<file path="config.mk">
export PLATFORM = sky130hd
export DESIGN_NAME = omc_cell
export DESIGN_NICKNAME = d
export VERILOG_FILES = /design/src/rtl/omc_pkg.sv /design/src/rtl/omc_sum.sv /design/src/rtl/omc_clk_edge.sv /design/src/rtl/omc_state.sv /design/src/rtl/omc_cell.sv
export SDC_FILE = /design/constraint.sdc
export NUM_CORES = 1
export LEC_CHECK = 0
export ABC_AREA = 1
export CORE_AREA = 2 2 39 41
export CTS_CLUSTER_DIAMETER = 50
export CTS_CLUSTER_SIZE = 16
export DETAILED_ROUTE_END_ITERATION = 10
export DIE_AREA = 0 0 41 43
export PLACE_DENSITY = 0.71
export SETUP_SLACK_MARGIN = 0.05
export SLEW_MARGIN = 5
export SYNTH_ARGS = -nofsm -noshare
export SYNTH_HDL_FRONTEND = slang
export SYNTH_SLANG_ARGS = --single-unit
</file>
<file path="constraint.sdc">
create_clock -name gclk -period 3.3 [get_ports gclk]
set_input_delay 0.495 -clock gclk [delete_from_list [all_inputs] [get_ports gclk]]
set_output_delay 0.495 -clock gclk [all_outputs]
set_load 0.05 [all_outputs]
</file>
<file path="src/rtl/omc_pkg.sv">
package omc_pkg;
    typedef enum logic [1:0] {
        FF_D  = 2'd0,
        FF_T  = 2'd1,
        FF_JK = 2'd2,
        FF_SR = 2'd3
    } ff_mode_e;

    typedef struct packed {
        logic q;
        logic pend;
        logic pend_d;
    } ff_state_t;
endpackage

</file>
<file path="src/rtl/omc_sum.sv">
module omc_sum #(
    parameter int NN = 4,
    parameter int NB = 3
) (
    input  logic [NN-1:0] native_i,
    input  logic [NB-1:0] borrow_i,
    input  logic [NB-1:0] borrow_en_i,
    input  logic          inv_i,
    output logic          adj_o
);
    logic [NB-1:0] gated;
    logic          sum;

    for (genvar i = 0; i < NB; i++) begin : g_borrow
        assign gated[i] = borrow_i[i] & borrow_en_i[i];
    end

    always_comb begin
        sum   = (|native_i) | (|gated);
        adj_o = sum ^ inv_i;
    end
endmodule

</file>
<file path="src/rtl/omc_clk_edge.sv">
module omc_clk_edge (
    input  logic clk,
    input  logic rst_n,
    input  logic sel_pt_i,
    input  logic pt_clk_i,
    output logic event_o
);
    logic prev_d, prev_q;

    always_comb begin
        prev_d  = pt_clk_i;
        event_o = sel_pt_i ? (pt_clk_i & ~prev_q) : 1'b1;
    end

    always_ff @(posedge clk or negedge rst_n) begin
        if (!rst_n) prev_q <= 1'b0;
        else        prev_q <= prev_d;
    end
endmodule

</file>
<file path="src/rtl/omc_state.sv">
module omc_state
    import omc_pkg::*;
(
    input  logic     clk,
    input  logic     rst_n,
    input  logic     event_i,
    input  ff_mode_e mode_i,
    input  logic     d_i,
    input  logic     k_i,
    input  logic     clr_i,
    input  logic     pre_i,
    input  logic     wr_i,
    input  logic     din_i,
    output logic     q_o
);
    ff_state_t st_d, st_q;
    logic      logic_nx;

    always_comb begin
        unique case (mode_i)
            FF_D:  logic_nx = d_i;
            FF_T:  logic_nx = st_q.q ^ d_i;
            FF_JK: begin
                unique case ({d_i, k_i})
                    2'b00:   logic_nx = st_q.q;
                    2'b01:   logic_nx = 1'b0;
                    2'b10:   logic_nx = 1'b1;
                    default: logic_nx = ~st_q.q;
                endcase
            end
            default: begin
                unique case ({d_i, k_i})
                    2'b01:   logic_nx = 1'b0;
                    2'b10:   logic_nx = 1'b1;
                    default: logic_nx = st_q.q;
                endcase
            end
        endcase

        st_d = st_q;
        if (clr_i) begin
            st_d = '0;
        end else if (pre_i) begin
            st_d.q      = 1'b1;
            st_d.pend   = 1'b0;
            st_d.pend_d = 1'b0;
        end else if (event_i) begin
            st_d.pend   = 1'b0;
            st_d.pend_d = 1'b0;
            if (wr_i)           st_d.q = din_i;
            else if (st_q.pend) st_d.q = st_q.pend_d;
            else                st_d.q = logic_nx;
        end else if (wr_i) begin
            st_d.pend   = 1'b1;
            st_d.pend_d = din_i;
        end

        q_o = st_q.q;
    end

    always_ff @(posedge clk or negedge rst_n) begin
        if (!rst_n) st_q <= '0;
        else        st_q <= st_d;
    end


    clr_stores_zero_chk: assert property (@(posedge clk) disable iff (!rst_n)
        clr_i |=> !q_o);


    pre_stores_one_chk: assert property (@(posedge clk) disable iff (!rst_n)
        (pre_i && !clr_i) |=> q_o);


    no_event_hold_chk: assert property (@(posedge clk) disable iff (!rst_n)
        (!event_i && !clr_i && !pre_i) |=> (q_o == $past(q_o)));


    host_load_chk: assert property (@(posedge clk) disable iff (!rst_n)
        (event_i && wr_i && !clr_i && !pre_i) |=> (q_o == $past(din_i)));


    d_follow_chk: assert property (@(posedge clk) disable iff (!rst_n)
        (mode_i == FF_D && event_i && !wr_i && !st_q.pend && !clr_i && !pre_i)
        |=> (q_o == $past(d_i)));


    jk_toggle_chk: assert property (@(posedge clk) disable iff (!rst_n)
        (mode_i == FF_JK && event_i && d_i && k_i && !wr_i && !st_q.pend
         && !clr_i && !pre_i) |=> (q_o != $past(q_o)));
endmodule

</file>
<file path="src/rtl/omc_cell.sv">
module omc_cell
    import omc_pkg::*;
#(
    parameter int NN = 4,
    parameter int NB = 3
) (
    input  logic          gclk,
    input  logic          rst_n,
    input  logic [NB-1:0] cfg_borrow_en,
    input  logic          cfg_inv,
    input  logic [1:0]    cfg_mode,
    input  logic          cfg_clk_pt,
    input  logic          cfg_reg,
    input  logic [NN-1:0] pt_native,
    input  logic [NB-1:0] pt_borrow,
    input  logic          pt_k,
    input  logic          pt_clk,
    input  logic          pt_pre,
    input  logic          pt_clr,
    input  logic          pt_oe,
    input  logic          host_wr,
    input  logic          host_din,
    output logic          host_q,
    output logic          pin_out,
    output logic          pin_oe,
    output logic          fb_out
);
    logic     adj;
    logic     clk_event;
    logic     ff_q;
    logic     q_eff;
    logic     cell_val;
    ff_mode_e mode;

    assign mode = ff_mode_e'(cfg_mode);

    omc_sum #(.NN(NN), .NB(NB)) u_sum (
        .native_i    (pt_native),
        .borrow_i    (pt_borrow),
        .borrow_en_i (cfg_borrow_en),
        .inv_i       (cfg_inv),
        .adj_o       (adj)
    );

    omc_clk_edge u_edge (
        .clk      (gclk),
        .rst_n    (rst_n),
        .sel_pt_i (cfg_clk_pt),
        .pt_clk_i (pt_clk),
        .event_o  (clk_event)
    );

    omc_state u_state (
        .clk     (gclk),
        .rst_n   (rst_n),
        .event_i (clk_event),
        .mode_i  (mode),
        .d_i     (adj),
        .k_i     (pt_k),
        .clr_i   (pt_clr),
        .pre_i   (pt_pre),
        .wr_i    (host_wr),
        .din_i   (host_din),
        .q_o     (ff_q)
    );

    always_comb begin
        if (pt_clr)      q_eff = 1'b0;
        else if (pt_pre) q_eff = 1'b1;
        else             q_eff = ff_q;
        cell_val = cfg_reg ? q_eff : adj;
        host_q   = q_eff;
        pin_out  = cell_val;
        fb_out   = cell_val;
        pin_oe   = pt_oe;
    end


    clr_beats_pre_chk: assert property (@(posedge gclk) disable iff (!rst_n)
        (pt_clr && pt_pre) |-> !host_q);
endmodule

</file>
==> impl_metrics.csv <==
group,metric,value,unit
outcome,status,"finished clean",
final_layout,drive_gt1_share,15.4,%
floorplanning,dieArea,0.00176,mm2
global_routing,grt_start_max_net_pins,5,
final_layout,regArea,100,um2
power_and_ir_drop,p_sw_share,31.0,%
detailed_routing,drt_iter0_drc,6,
final_layout,final_cell_mix,"clkdlybuf4s50_1 (25), nand2_1 (20), inv_1 (7)",
timing,post-route-period-util,88.9,%
detailed_routing,wl,991,um
synthesis,synthesis.area,403,um2
synthesis,ys_seq_elements,4,
worst_setup_path,cp.arrival,2.44,ns
cts,cts-hold-fix-buffers,0,
detailed_routing,num_vias,483,
power_and_ir_drop,p_clk_share,32.2,%
synthesis,syn_nets,89,
floorplanning,die_w,41,um
synthesis,synth_warnings,0,
floorplanning,io_pins,28,
timing,hold_viol,0,
final_layout,multiInputGateArea,250,um2
detailed_routing,first_pass_iters,4,
cts,cts_setup_buffers,0,
final_layout,fillers,161,
worst_setup_path,crit_fanout,4,
worst_setup_path,worst_setup_path_start_kind,"input pin",
power_and_ir_drop,p_seq_share,28.0,%
worst_setup_path,r2r_cells,8,
final_layout,fin_nets,117,
global_routing,antenna_found_initial,0,
timing,finalSetupViolCount,0,
timing,tightest_slew,0.488,ns
timing,relSlewSlack,67.4,%
power_and_ir_drop,ir_drop,0.136,mV
timing,tns,0,ns
place,pre_cts_ws,0.336,ns
timing,setup_ws,0.367,ns
worst_setup_path,r2r_start,"u_state.st_q[1]$_DFFE_PN0P_",
final_layout,mostFrequentLayoutCell,"clkdlybuf4s50_1",
detailed_routing,vias_per_cell,4.51,
timing,fin_crit,2.93,ns
timing,rsz0062_at_grt,"no",
global_routing,grt_pass1_vias,456,
cts,clkTransAtPathRegs,0.04,ns
power_and_ir_drop,powerDensity,280,mW/mm2
cts,cts.path.max_buffers,2,
worst_setup_path,cp.required,2.80,ns
cts,cts_tree,"yes",
worst_setup_path,r2r-end,"u_state.q_o$_DFFE_PN0P_",
job,cap_violations,0,
place,dp_hpwl,873,um
final_layout,diodes,0,
cts,root_buffer,"clkbuf_4",
timing,slew_violations,0,
power_and_ir_drop,cellLeakagePower,0.326,nW
min_path,hold_path.class,"in2async",
detailed_routing,antenna_left,0,
cts,insertion_delay,0.24,ns
synthesis,synth_cell_types,21,
detailed_routing,remaining_drc_errors,0,
cts,clkSinkCount,4,
floorplanning,start_util,29.1,%
detailed_routing,wire_per_inst,9.26,um
cts,post_cts_resized,0,
place,place_congestion,0.748,
floorplanning,die_y,43,um
power_and_ir_drop,combPwrFrac,39.9,%
worst_setup_path,endpoint_kind,"primary output",
place,portBuffers,25,
final_layout,syn_to_final_growth,68.9,%
synthesis,yosysSeqAreaShare,24.8,%
timing,fin_skew,0.000843,ns
global_routing,grt_pass1_wl,1590,um
timing,max_freq,0.341,GHz
floorplanning,coreArea,0.00138,mm2
floorplanning,rows,14,
power_and_ir_drop,p_switching,0.0591,mW
synthesis,avgSynthCellArea,6.20,um2
global_routing,grt_overflow,0,
worst_setup_path,critical_path_class,"in2out",
final_layout,fin_util,49.2,%
power_and_ir_drop,intPower,0.132,mW
synthesis,synthCells,65,
global_routing,track_usage,13.2,%
cts,numCtsBuffers,3,
worst_setup_path,r2r_slack,2.03,ns
cts,h-tree-depth,1,
worst max-delay path, cell delays in order:
cell and delay [ns]:
clkdlybuf4s50_1 0.42, nor2_2 0.12, nand2_2 0.07, o21ai_2 0.19
nand2_1 0.10, o21ai_0 0.20, clkdlybuf4s50_1 0.84
synth_stat cells:
library cell | number | area, um2
o21bai_1 | 1 | 7.51
nand4_1 | 1 | 6.26
inv_2 | 2 | 7.51
nor2_2 | 4 | 25.0
nand2_1 | 20 | 75.1
buf_4 | 2 | 15.0
a21oi_1 | 2 | 10.0
dfrtp_1 | 4 | 100
a311oi_1 | 1 | 8.76
nand3b_1 | 1 | 7.51
o211ai_1 | 1 | 7.51
nand3_1 | 4 | 20.0
a21oi_2 | 1 | 8.76
nor4_1 | 1 | 6.26
clkinv_1 | 1 | 3.75
inv_1 | 7 | 26.3
nor2_1 | 6 | 22.5
nand2_2 | 1 | 6.26
o21ai_0 | 2 | 10.0
o21ai_2 | 2 | 17.5
nand3b_2 | 1 | 11.3
sequential cells by signal, summed over array words and instances, names as in the netlist:
| name | flops |
|---|---|
| u_state.st_q | 2 |
| u_edge.prev_q | 1 |
| u_state.q_o | 1 |
area by class of cell:
| cell class | instances | area share [%] |
|---|---|---|
| Clock buffer | 3 | 3.31 |
| Inverter | 10 | 5.51 |
| Multi-Input combinational cell | 49 | 36.8 |
| Sequential cell | 4 | 14.7 |
| Tap cell | 16 | 2.94 |
| Timing Repair Buffer | 25 | 36.8 |
per-layer routing:
| layer | global-route usage [%] | part of all wire [%] | routed length, um | up-vias |
|---|---|---|---|---|
| met2 | 22.2 | 48 | 471 | 24 |
| met5 | 0 | 0 | 0 | - |
| met1 | 14.3 | 40 | 392 | 196 |
| li1 | - | - | - | 260 |
| met3 | 0.524 | 10 | 99 | 3 |
| met4 | 10.0 | 2.8 | 28 | 0 |
cells by family (layout without fill, tap and decap cells):
kind of cell | Yosys count | count (layout) | share of synthesized area, %
compound gates | 10 | 10 | 17.4
buf+inv | 12 | 38 | 13.0
flops | 4 | 4 | 24.8
simple gates | 39 | 39 | 44.7
stage by stage:
step           area [um2]  cells  power [mW]  hold slack [ns]
6_report              681    107       0.191            0.457
5_1_grt               681    107       0.202            0.474
4_1_cts               681    107       0.195            0.455
3_5_place_dp          658    104       0.130            0.526
3_3_place_gp          658    104       0.130            0.517
2_1_floorplan         403     65      0.0951            0.199
how the worst max path moves through the flow:
stage            startpoint      end  slack, ns  cells after the start
2_1_floorplan  pt_native[3]  pin_out       0.34                      6
3_3_place_gp   pt_native[3]   fb_out       0.36                      7
3_5_place_dp   pt_native[1]  pin_out       0.34                      7
4_1_cts        pt_native[1]  pin_out       0.33                      7
5_1_grt        pt_native[1]  pin_out       0.21                      7
6_report       pt_native[1]   fb_out       0.37                      7
power by group through the flow:
stage	registers, mW	clock network (mW)	logic (mW)
5_1_grt	0.0536	0.0650	0.0838
6_report	0.0534	0.0613	0.0760
3_3_place_gp	0.0539	0	0.0758
3_5_place_dp	0.0540	0	0.0765
2_1_floorplan	0.0535	0	0.0416
4_1_cts	0.0533	0.0653	0.0768
(Power assumes the default switching activity.)
